<file path="config.mk">
export PLATFORM = sky130hd
export DESIGN_NAME = sysclk_ctrl
export DESIGN_NICKNAME = d
export VERILOG_FILES = /design/src/rtl/sysclk_ctrl.sv
export SDC_FILE = /design/constraint.sdc
export NUM_CORES = 1
export LEC_CHECK = 0
export CAP_MARGIN = 20
export CORE_MARGIN = 5
export CORE_UTILIZATION = 45
export CTS_BUF_LIST = sky130_fd_sc_hd__clkbuf_4
export DETAILED_ROUTE_END_ITERATION = 6
export DONT_BUFFER_PORTS = 1
export PLACE_DENSITY = 0.69
export RECOVER_POWER = 50
export SLEW_MARGIN = 20
export SYNTH_ARGS = -nofsm -noshare
export SYNTH_HDL_FRONTEND = slang
export SYNTH_SLANG_ARGS = --single-unit
</file>
<file path="constraint.sdc">
create_clock -name clk -period 1.9 [get_ports clk]
set_input_delay 0.285 -clock clk [delete_from_list [all_inputs] [get_ports clk]]
set_output_delay 0.285 -clock clk [all_outputs]
set_load 0.02 [all_outputs]
</file>
<file path="src/rtl/sysclk_ctrl.sv">
module sysclk_ctrl #(
  parameter int DIV_W = 2
) (
  input  logic       clk,
  input  logic       rst_n,
  input  logic       wr_en,
  input  logic [7:0] wr_data,
  output logic [7:0] rd_data,
  input  logic       stop_enter,
  input  logic       wake,
  input  logic       fuse_xtal_ok,
  output logic [1:0] src_sel,
  output logic       rc_en,
  output logic       xtal_en,
  output logic       wdtrc_en,
  output logic       clk_ce
);
  localparam int CW = (1 << DIV_W) - 1;

  logic             wons_q, byp_q, ist_q, xst_q;
  logic [DIV_W-1:0] div_q;
  logic [1:0]       cs_q;
  logic [1:0]       act_cs, pnd_cs;
  logic             act_ist, act_xst, pnd_ist, pnd_xst, pnd_v, in_stop;

  always_ff @(posedge clk or negedge rst_n) begin
    if (!rst_n) begin
      wons_q <= 1'b0; div_q <= '0; byp_q <= 1'b0;
      ist_q <= 1'b0; xst_q <= 1'b1; cs_q <= 2'b00;
      act_cs <= 2'b00; act_ist <= 1'b0; act_xst <= 1'b1;
      pnd_cs <= 2'b00; pnd_ist <= 1'b0; pnd_xst <= 1'b1; pnd_v <= 1'b0;
      in_stop <= 1'b0;
    end else begin
      if (wake && in_stop) begin
        in_stop <= 1'b0;
        if (pnd_v) begin
          act_cs <= pnd_cs; act_ist <= pnd_ist; act_xst <= pnd_xst;
          pnd_v <= 1'b0;
        end
      end else if (stop_enter) begin
        in_stop <= 1'b1;
      end
      if (wr_en) begin
        {wons_q, div_q, byp_q, ist_q, xst_q, cs_q} <= wr_data;
        if (wr_data[4]) begin
          act_cs <= wr_data[1:0]; act_ist <= wr_data[3]; act_xst <= wr_data[2];
          pnd_v <= 1'b0;
        end else begin
          pnd_cs <= wr_data[1:0]; pnd_ist <= wr_data[3]; pnd_xst <= wr_data[2];
          pnd_v <= 1'b1;
        end
      end
    end
  end

  assign rd_data  = {wons_q, div_q, byp_q, ist_q, xst_q | ~fuse_xtal_ok, cs_q};
  assign src_sel  = act_cs;
  assign rc_en    = ~act_ist;
  assign xtal_en  = ~act_xst & fuse_xtal_ok;
  assign wdtrc_en = ~in_stop | wons_q;

  logic [DIV_W-1:0] eff, eff_q;
  logic [CW-1:0]    cnt, lim;

  assign eff = (act_cs == 2'b00) ? div_q : '0;
  assign lim = CW'((1 << eff_q) - 1);

  always_ff @(posedge clk or negedge rst_n) begin
    if (!rst_n) begin
      eff_q <= '0;
      cnt   <= '0;
    end else if (eff != eff_q) begin
      eff_q <= eff;
      cnt   <= '0;
    end else begin
      cnt <= (cnt == lim) ? '0 : cnt + 1'b1;
    end
  end

  assign clk_ce = (eff == eff_q) && (cnt == '0);

  p_bypass_apply_r3: assert property (@(posedge clk) disable iff (!rst_n)
    (wr_en && wr_data[4]) |=> (src_sel == $past(wr_data[1:0])));

  p_staged_hold_r4: assert property (@(posedge clk) disable iff (!rst_n)
    (!(wr_en && wr_data[4]) && !wake) |=> $stable(src_sel));

  p_fuse_lock_r6: assert property (@(posedge clk) disable iff (!rst_n)
    !fuse_xtal_ok |-> (!xtal_en && rd_data[2]));

  p_wdt_awake_r7: assert property (@(posedge clk) disable iff (!rst_n)
    (wdtrc_en == 1'b0) |-> !rd_data[7]);

  p_full_rate_r8: assert property (@(posedge clk) disable iff (!rst_n)
    (src_sel != 2'b00 && $past(src_sel) != 2'b00) |-> clk_ce);

endmodule

</file>
==> metrics, run 1 <==
area of the core roughly 2300 sq um; outcome complete, but fails checks; Synth async-reset ratio 100%; number of synthesized flops with an enable pin 0; minimum clock period ~2 ns; Die W roughly 60 microns; share of the synthesized area in the top cell type 46.0%; Most used DFF post-synth dfrtp_1; DPL Wire Length approximately 1.4 mm; CP max-delay cell dfrtp_2; H-tree lvl count 1; initial antenna violation count 0; pre-CTS setup slack 0.163 ns; post-synth cell types 31; Cell Chain, Critical Path and4bb_1, a31o_2, a22oi_4, nor3b_2, buf_4; Req. time, crit path 1.62 ns; metal2 WL roughly 1.0 mm; worst-margin pin slew about 1.2 ns; CTS sink count 23; Initial Util 48.3%; fillers approximately 230; Root Buffer Master clkbuf_4; number of global-route vias before repair between 700 and 800; height of the die 59.2 microns; most frequent cell after synthesis dfrtp_1; met3 WL between 150 and 200 microns; # IOs 28; Critical Path AT ~1.7 ns; failing checks setup timing; CTS tree built; final setup margin -0.0542 ns; row count 17; Final ANT Viol Nets 0; fraction of layout cells with a size suffix above 1 about 36%; Synth top cells by count dfrtp_1 (20), mux2_2 (11), nand2_1 (5), o21ai_0 (5); worst hold path type input port to flip-flop; max_cap viols 0; Final nets roughly 110; register area share after synthesis a little over half; DRC viols 0; post-synth net total ~100; Max FO, Critical Path 6; Final setup viols 1; setup TNS -0.0542 ns; Critical Path Sink Type output pin; via count 650; wire length per cell 16.7 microns; cell count after synthesis 86; largest net degree at the start of global routing 24; Worst path max stage delay around 0.5 ns; clock-pin slew on the worst setup and hold paths around 0.13 ns; drt first-iter violations 11; leading post-synthesis cells by cell area dfrtp_1 (46%), mux2_2 (11%), dfstp_2 (7.2%); GRT overflow 0; Pwr per Cell Area 1030 nW/um^2; Post-Route WL a little under 2 mm; Vias/cell around 5.5; Worst slew margin about 18%; die area 3500 sq um; Leak 0.505 nW; first-pass GRT wire length roughly 3.4 mm; number of buffers created by CTS 3; Yosys warnings 0; final hold violation count 0; fmax 0.512 GHz; clock skew around 0.0085 ns; # port buffers 0; Top Metal Used met4; routability cong. about 0.78; RSZ-0062 raised after global routing true; Avg Cell Area, Syn about 13 sq um; max-slew violation count 0; Clock Latency Late Sink 0.31 ns; mapped cell area around 1100 sq um; All-Layer GR Usage about an eighth; Max Root-Sink Buffers 2; diodes inserted 0; Tcrit/Tclk final 103%; DR pass1 iterations 3; CP Class flip-flop to output pin; Worst Setup Start Kind flip-flop; Layout area overhead 7.01%; FF+latch count, synth 23; Yosys top cell by area dfrtp_1; M1 WL roughly 760 microns; Peak VDD IR about 0.86 mV
metrics by stage:
step,util (%),total power [mW],area [sq um],instances,hold slack (ns)
3_3_place_gp,49.1,0.944,1110,111,-0.00993
5_1_grt,51.7,1.29,1160,118,0.0484
3_5_place_dp,49.1,0.964,1110,111,-0.00987
2_1_floorplan,-,0.898,1090,86,-0.0106
6_report,51.7,1.20,1160,118,0.0797
4_1_cts,51.2,1.22,1150,117,0.0645
final timing paths:
path,end,slack (ns),from,cells past startpoint
worst min register to register,pnd_ist$_DFFE_PN0P_,0.53,pnd_ist$_DFFE_PN0P_,1
min in group asynchronous,cs_q[0]$_DFFE_PN0P_,0.75,rst_n,2
worst min-delay path,act_xst$_DFF_PN1_,0.08,wr_data[2],2
worst max-delay path,clk_ce,-0.05,div_q[0]$_DFFE_PN0P_,5
worst max register to register,cnt[1]$_DFF_PN0_,0.41,div_q[0]$_DFFE_PN0P_,5
max in group asynchronous,div_q[0]$_DFFE_PN0P_,0.34,rst_n,2
metal layers:
layer / up-vias / track usage (%)
met5: - / 0
met4: 0 / 3.88
met3: 2 / 6.32
met2: 19 / 21.7
met1: 323 / 14.9
li1: 306 / -
cells in the final DEF (no fill, tap or decap), types with 3 or more instances in the layout:
master / count
dfrtp_1: 17
mux2_2: 11
nand2_1: 5
o21ai_0: 5
inv_1: 4
mux2i_1: 4
xnor2_1: 3
clkbuf_4: 3
dfrtp_2: 3
buf_4: 3
area by class of cell:
| class | instances | area (sq um) | share of cell area, % |
|---|---|---|---|
| Clock buffer | 3 | 22.5 | 1.93 |
| Clock inverter | 1 | 5.00 | 0.430 |
| Inverter | 4 | 15.0 | 1.29 |
| Multi-Input combinational cell | 54 | 468 | 40.2 |
| Sequential cell | 23 | 583 | 50.1 |
| Tap cell | 28 | 35.0 | 3.01 |
| Timing Repair Buffer | 5 | 36.3 | 3.11 |
where the power goes:
group | switching [mW] | leakage (nW) | internal (mW) | total (mW)
Combinational | 0.158 | 0.214 | 0.153 | 0.311
Clock | 0.144 | 0.0177 | 0.0787 | 0.222
Sequential | 0.100 | 0.273 | 0.569 | 0.669
Total | 0.402 | 0.505 | 0.800 | 1.20
sequential cells by signal, indices dropped and copies added (netlist names), 2 cells and up:
name / count
cnt: 3
cs_q: 2
div_q: 2
eff_q: 2
pnd_cs: 2
src_sel: 2
kinds of logic after synthesis:
group | count (synthesis) | synth area share, %
compound gates | 11 | 7.82
xor+xnor | 3 | 2.41
fa+ha+maj | 2 | 2.30
buf+inv | 9 | 4.25
flops | 23 | 53.2
mux | 15 | 15.1
simple gates | 23 | 14.9
critical path, delay by kind of cell (launching register included):
| kind | cells | cell delay [ns] |
|---|---|---|
| AOI/OAI and AO/OA | 2 | 0.42 |
| buffers and inverters | 1 | 0.16 |
| DFF | 1 | 0.50 |
| and+or+nand+nor | 2 | 0.28 |
timing repair:
item | 4_1_cts | 5_1_grt
endpoints found under the hold margin | 23 | 20
setup endpoints to repair | 1 | 1
setup buffers | 1 | 0
resized for setup | 1 | 3
pin swaps | 1 | 0
hold buffers | 1 | 1
Power figures use the tool's default switching activity.
==> run 2, diff against run 1 <==
--- a/config.mk
+++ b/config.mk
@@ -11,7 +11,7 @@
 export CTS_BUF_LIST = sky130_fd_sc_hd__clkbuf_4
 export DETAILED_ROUTE_END_ITERATION = 6
 export DONT_BUFFER_PORTS = 1
-export PLACE_DENSITY = 0.69
+export PLACE_DENSITY = 0.67
 export RECOVER_POWER = 50
 export SLEW_MARGIN = 20
 export SYNTH_ARGS = -nofsm -noshare
==> run 2 against run 1 <==
The run still ends with setup timing left. Wire length is 6.2% lower. Final area stayed put. Clock skew is 0.0047 ns lower. Worst setup slack better by 0.0094 ns. Via count is 2.2% lower. Clock power is 3% higher. Critical endpoint unchanged.
==> metrics, run 2 (synthesis results as in run 1) <==
outcome complete, but fails checks; failing checks setup timing; Max FO, Critical Path 6 (unchanged); height of the die 59.2 microns (unchanged); Clk network pwr share 19.0% (+0.5 points); FF-to-FF Start div_q[0]$_DFFE_PN0P_; Pwr per Cell Area 1030 nW/um^2 (-0.38%); RSZ-0062 raised after global routing true; minimum clock period 1.94 ns (-0.00941 ns); row count 17 (unchanged); Final nets 107 (unchanged); sequential group share of total power 55.5% (-0.2 points); Final Non-Filler Cells 118 (unchanged); via count 636 (-2.2%); Largest register FFs 3 (unchanged); Leak 0.508 nW (+0.71%); fmax 0.514 GHz (+0.48%); first-pass GRT wire length 3.15 mm (-7.3%); FF-to-FF path depth 5 (unchanged); Root Buffer Master clkbuf_4; Layout area overhead 7.01% (unchanged); fillers 206 (-9.3%); die area 3500 sq um (unchanged); fraction of layout cells with a size suffix above 1 34.4% (-1.1 points); Req. time, crit path 1.62 ns (about the same); Cell Chain, Critical Path and4bb_1, a31o_2, a22oi_4, nor3b_2, buf_4; All-Layer GR Usage 11.7% (-1.4 points); # port buffers 0 (unchanged); Critical Path AT 1.66 ns (about the same); area of the core 2250 sq um (unchanged); Die W 59.2 microns (unchanged); number of global-route vias before repair 687 (-4.7%); clock skew 0.00384 ns (-0.00469 ns); DRC viols 0 (unchanged); clock-pin slew on the worst setup and hold paths 0.11 ns (-0.02 ns); worst-margin pin slew 1.16 ns (-0.0646 ns); CP max-delay cell dfrtp_2; number of buffers created by CTS 3 (unchanged); final hold violation count 0 (unchanged); Post-Route WL 1.85 mm (-6.2%); Vias/cell 5.39 (-2.2%); Clock Latency Late Sink 0.30 ns (about the same); Peak VDD IR 0.522 mV (-40%); CTS tree built; # IOs 28 (unchanged); Worst Setup Start Kind flip-flop; Final ANT Viol Nets 0 (unchanged); CP Class flip-flop to output pin; worst hold path type input port to flip-flop; most frequent cells in the layout dfrtp_1 (19), mux2_2 (11), nand2_1 (5), o21ai_0 (5); CTS sink count 23 (unchanged); Pwr Total 1.20 mW (-0.38%); CP startpoint div_q[0]$_DFFE_PN0P_; largest net degree at the start of global routing 24 (unchanged); Initial Util 48.3% (unchanged); DPL Wire Length 1.44 mm (+0.35%); Most flops, register cnt; R2R Setup Slk 0.42 ns (about the same); reg2reg end cnt[2]$_DFF_PN0_; initial antenna violation count 0 (unchanged); setup TNS -0.0448 ns (+0.00941 ns); diodes inserted 0 (unchanged); Worst slew margin 22.7% (+4.3 points); Max Root-Sink Buffers 2 (unchanged); max-slew violation count 0 (unchanged); routability cong. 0.796 (+1.7%); Sw Share 31.9% (-1.5 points); final setup margin -0.0448 ns (+0.00941 ns); dpl cells 111 (unchanged); Final setup viols 1 (unchanged); commonest non-fill, non-tap cell in the layout dfrtp_1; wire length per cell 15.7 microns (-6.2%); H-tree lvl count 1 (unchanged); Psw 0.382 mW (-4.9%); drt first-iter violations 28 (+17); P_int 0.815 mW (+1.9%); Tcrit/Tclk final 102% (-0.50 points); Critical Path Sink Type output pin; worst hold path cell count 2 (unchanged); GRT overflow 0 (unchanged); Worst path max stage delay 0.50 ns (about the same); DR pass1 iterations 4 (+1); combinational power share 25.4% (-0.4 points); max_cap viols 0 (unchanged); Setup crit end clk_ce
run 2: area by class of cell:
class / count / area, sq um / area share, %
timing repair buffer: 5 / 36.3 / 3.11
sequential: 23 / 581 / 49.8
inverter: 4 / 15.0 / 1.29
tap: 28 / 35.0 / 3.01
multi-input combinational: 54 / 468 / 40.2
clock buffer: 4 / 30.0 / 2.58
run 2: stage by stage:
stage          utilization [%]  cell area (sq um)  hold WS [ns]  setup slack, ns
2_1_floorplan                -               1090       -0.0106            0.111
3_3_place_gp              49.1               1110       -0.0101            0.203
3_5_place_dp              49.1               1110       -0.0101            0.170
4_1_cts                   51.3               1160        0.0670          -0.0545
5_1_grt                   51.7               1160        0.0605           -0.130
6_report                  51.7               1160        0.0802          -0.0448
run 2: worst min-delay path by stage:
stage | slack, ns | to | start
6_report | 0.08 | act_xst$_DFF_PN1_ | wr_data[2]
5_1_grt | 0.06 | act_xst$_DFF_PN1_ | wr_data[2]
4_1_cts | 0.07 | act_xst$_DFF_PN1_ | wr_data[2]
3_5_place_dp | -0.01 | wons_q$_DFFE_PN0P_ | rst_n
3_3_place_gp | -0.01 | in_stop$_DFFE_PN0P_ | rst_n
2_1_floorplan | -0.01 | act_ist$_DFF_PN0_ | rst_n
run 2: repair_timing:
| item | CTS | global route |
|---|---|---|
| hold buffers | 1 | 1 |
| gates cloned | 0 | 0 |
| gates resized for setup | 1 | 1 |
| setup endpoints to repair | 1 | 1 |
| setup buffers | 1 | 0 |
| hold endpoints to repair | 23 | 20 |
| pin swaps | 1 | 0 |
run 2: power groups by stage:
stage	Combinational, mW	Sequential, mW	Clock [mW]
after floorplan	0.247	0.651	0
after global placement	0.271	0.671	0
after detailed placement	0.284	0.676	0
after CTS	0.305	0.666	0.240
after global routing	0.335	0.677	0.267
final	0.305	0.665	0.228
run 2: critical path: cells and delay by family (launching register included):
family / cells / cell delay [ns]
compound gates: 2 / 0.42
simple gates: 2 / 0.28
buf+inv: 1 / 0.16
flops: 1 / 0.50
run 2: per-layer routing:
metal	vias up	GRT usage (%)	share of wire, %
met5	-	0	0
met4	0	4.85	1.5
met3	4	3.70	6.8
met2	17	20.0	53
met1	311	13.5	38
li1	304	-	-
==> run 3, diff against run 2 <==
--- a/config.mk
+++ b/config.mk
@@ -11,6 +11,7 @@
 export CTS_BUF_LIST = sky130_fd_sc_hd__clkbuf_4
 export DETAILED_ROUTE_END_ITERATION = 6
 export DONT_BUFFER_PORTS = 1
+export GPL_TIMING_DRIVEN = 0
 export PLACE_DENSITY = 0.67
 export RECOVER_POWER = 50
 export SLEW_MARGIN = 20
==> run 3 against run 2 <==
The run now ends clean. Core utilization grew 1.2 points. Sequential share of layout area shrank 0.99 points. Clock power about the same. First-iteration DRC count decreased by 25%. Clock skew down 0.00090 ns. Non-clock buffer count is 2 higher. Count of clock-buffer cells in the layout is the same. Maximum frequency rose by 5.0%. Final area is 2.3% higher. Flip-flop and latch count unchanged. Critical endpoint unchanged.
==> metrics, run 3 (synthesis results as in run 1) <==
number of buffers created by CTS 3 (unchanged); CTS tree built; Max Root-Sink Buffers 2 (unchanged); # port buffers 0 (unchanged); GR Layer Usage met1 13.9% (+0.39 points); clock skew 0.00294 ns (-0.000899 ns); worst-margin pin slew 0.990 ns (-0.170 ns); CTS sink count 23 (unchanged); worst hold path type input port to flip-flop; Vias/cell 5.39 (about the same); outcome finished, final reports clean; die area 3500 sq um (unchanged); Peak VDD IR 0.700 mV (+34%); Worst path depth 4 (-1); DR pass1 iterations 3 (-1); Largest delay share family, worst path simple AND/OR/NAND/NOR gates; Worst Setup Start Kind flip-flop; Area after DPL 1120 sq um (+1.5%); Final ANT Viol Nets 0 (unchanged); Cell Chain, Critical Path and4bb_1, a31o_2, a22oi_4, nor3b_4; All-Layer GR Usage 11.9% (+0.13 points); minimum clock period 1.85 ns (-0.0919 ns); Reg area 582 sq um (+0.22%); clock-pin slew on the worst setup and hold paths 0.12 ns (about the same); Layout area overhead 9.43%; Setup crit end clk_ce; Req. time, crit path 1.62 ns (about the same); FF-to-FF path depth 5 (unchanged); Worst slew margin 33.8% (+11 points); hold slack 0.0755 ns (-0.00477 ns); via count 647 (+1.7%); Critical Path AT 1.57 ns (-0.09 ns); fillers 219 (+6.3%); initial antenna violation count 0 (unchanged); commonest non-fill, non-tap cell in the layout dfrtp_1; Pwr Total 1.22 mW (+1.6%); RSZ-0062 raised after global routing true; area of the core 2250 sq um (unchanged); Tcrit/Tclk final 97.5% (-4.8 points); met2 Resource Use GR 19.0% (-0.94 points); GRT overflow 0 (unchanged); DPL Wire Length 1.36 mm (-5.8%); DRC viols 0 (unchanged); largest net degree at the start of global routing 24 (unchanged); drt first-iter violations 21 (-25%); Most flops, register cnt; wire length per cell 14.9 microns (-5.0%); multi-input combinational cell area 482 sq um (+2.9%); fraction of layout cells with a size suffix above 1 37.0% (+2.5 points); first-pass GRT wire length 3.09 mm (-2.0%); Pwr per Cell Area 1020 nW/um^2 (-0.68%); final hold violation count 0 (unchanged); # IOs 28 (unchanged); Initial Util 48.3% (unchanged); max-slew violation count 0 (unchanged); routability cong. 0.748 (-6.0%); Final setup viols 0 (-1); R2R Setup Slk 0.40 ns (-0.02 ns); CP Class flip-flop to output pin; final setup margin 0.0471 ns (+0.0919 ns); reg2reg end cnt[1]$_DFF_PN0_; Critical Path Sink Type output pin; diodes inserted 0 (unchanged); GR Util met3 3.49% (-0.22 points); Die W 59.2 microns (unchanged); Largest register FFs 3 (unchanged); Final nets 109 (+1.9%); FF-to-FF Start div_q[1]$_DFFE_PN0P_; Max FO, Critical Path 6 (unchanged); number of global-route vias before repair 684 (-0.44%); CP startpoint div_q[1]$_DFFE_PN0P_; Design Area, Final 1190 sq um (+2.3%); Clock Latency Late Sink 0.30 ns (about the same); H-tree lvl count 1 (unchanged); max_cap viols 0 (unchanged); pre-CTS setup slack 0.0150 ns (-0.155 ns); CP max-delay cell dfrtp_2; fmax 0.540 GHz (+5.0%); Root Buffer Master clkbuf_4; Worst path max stage delay 0.50 ns (about the same); Post-Route WL 1.79 mm (-3.4%); Leak 0.519 nW (+2.2%); height of the die 59.2 microns (unchanged); GRT Max-Usage Layer met2; row count 17 (unchanged); CP bufs+invs 0 (-1); most frequent cells in the layout dfrtp_1 (18), mux2_2 (11), nand2_1 (5), o21ai_0 (5)
[run 3: changes by cell type in the layout (fill, tap and decap cells not counted)]
cell	delta
dfrtp_1	-1
buf_4	+1
xnor2_1	-1
dfrtp_2	+1
nor3b_2	-1
clkbuf_1	+1
xnor2_2	+1
nor3b_4	+1
[run 3: layout make-up]
cell class	instances	share of cell area (%)
multi-input combinational	54	40.4
tap	28	2.94
inverter	4	1.26
buffer	5	2.52
sequential	23	48.8
timing repair buffer	2	1.47
clock buffer	4	2.52
[run 3: how the worst min path moves through the flow]
stage / start / slack [ns] / cells past startpoint / to
after detailed placement: rst_n / -0.01 / 0 / wons_q$_DFFE_PN0P_
after global routing: stop_enter / 0.07 / 1 / in_stop$_DFFE_PN0P_
after global placement: rst_n / -0.01 / 0 / wons_q$_DFFE_PN0P_
after CTS: wr_data[2] / 0.06 / 2 / act_xst$_DFF_PN1_
after floorplan: rst_n / -0.01 / 0 / act_ist$_DFF_PN0_
final: wr_data[2] / 0.08 / 2 / act_xst$_DFF_PN1_
[run 3: stage by stage]
step	setup TNS, ns	util (%)	std cells
floorplan	0	-	86
detailed placement	0	49.8	114
global placement	0	49.8	114
CTS	0	52.6	120
global route	-0.0647	52.8	120
finish	0	52.8	120
[run 3: repair_timing]
action / in CTS / in global routing
setup buffers: 1 / 0
pin swaps: 3 / 1
gates resized for setup: 4 / 1
endpoints found under the setup margin: 1 / 1
hold buffers: 1 / 0
hold endpoints to repair: 23 / 0
[run 3: routing by layer]
layer,wire (microns),part of all wire [%]
met1,680,38
met2,982,55
met4,13,0.73
met3,110,6.2
met5,0,0
[run 3: power by group]
group | internal, mW | total, mW | switching (mW)
logic | 0.160 | 0.324 | 0.163
registers | 0.568 | 0.662 | 0.0932
clock network | 0.0961 | 0.231 | 0.135
total | 0.825 | 1.22 | 0.391
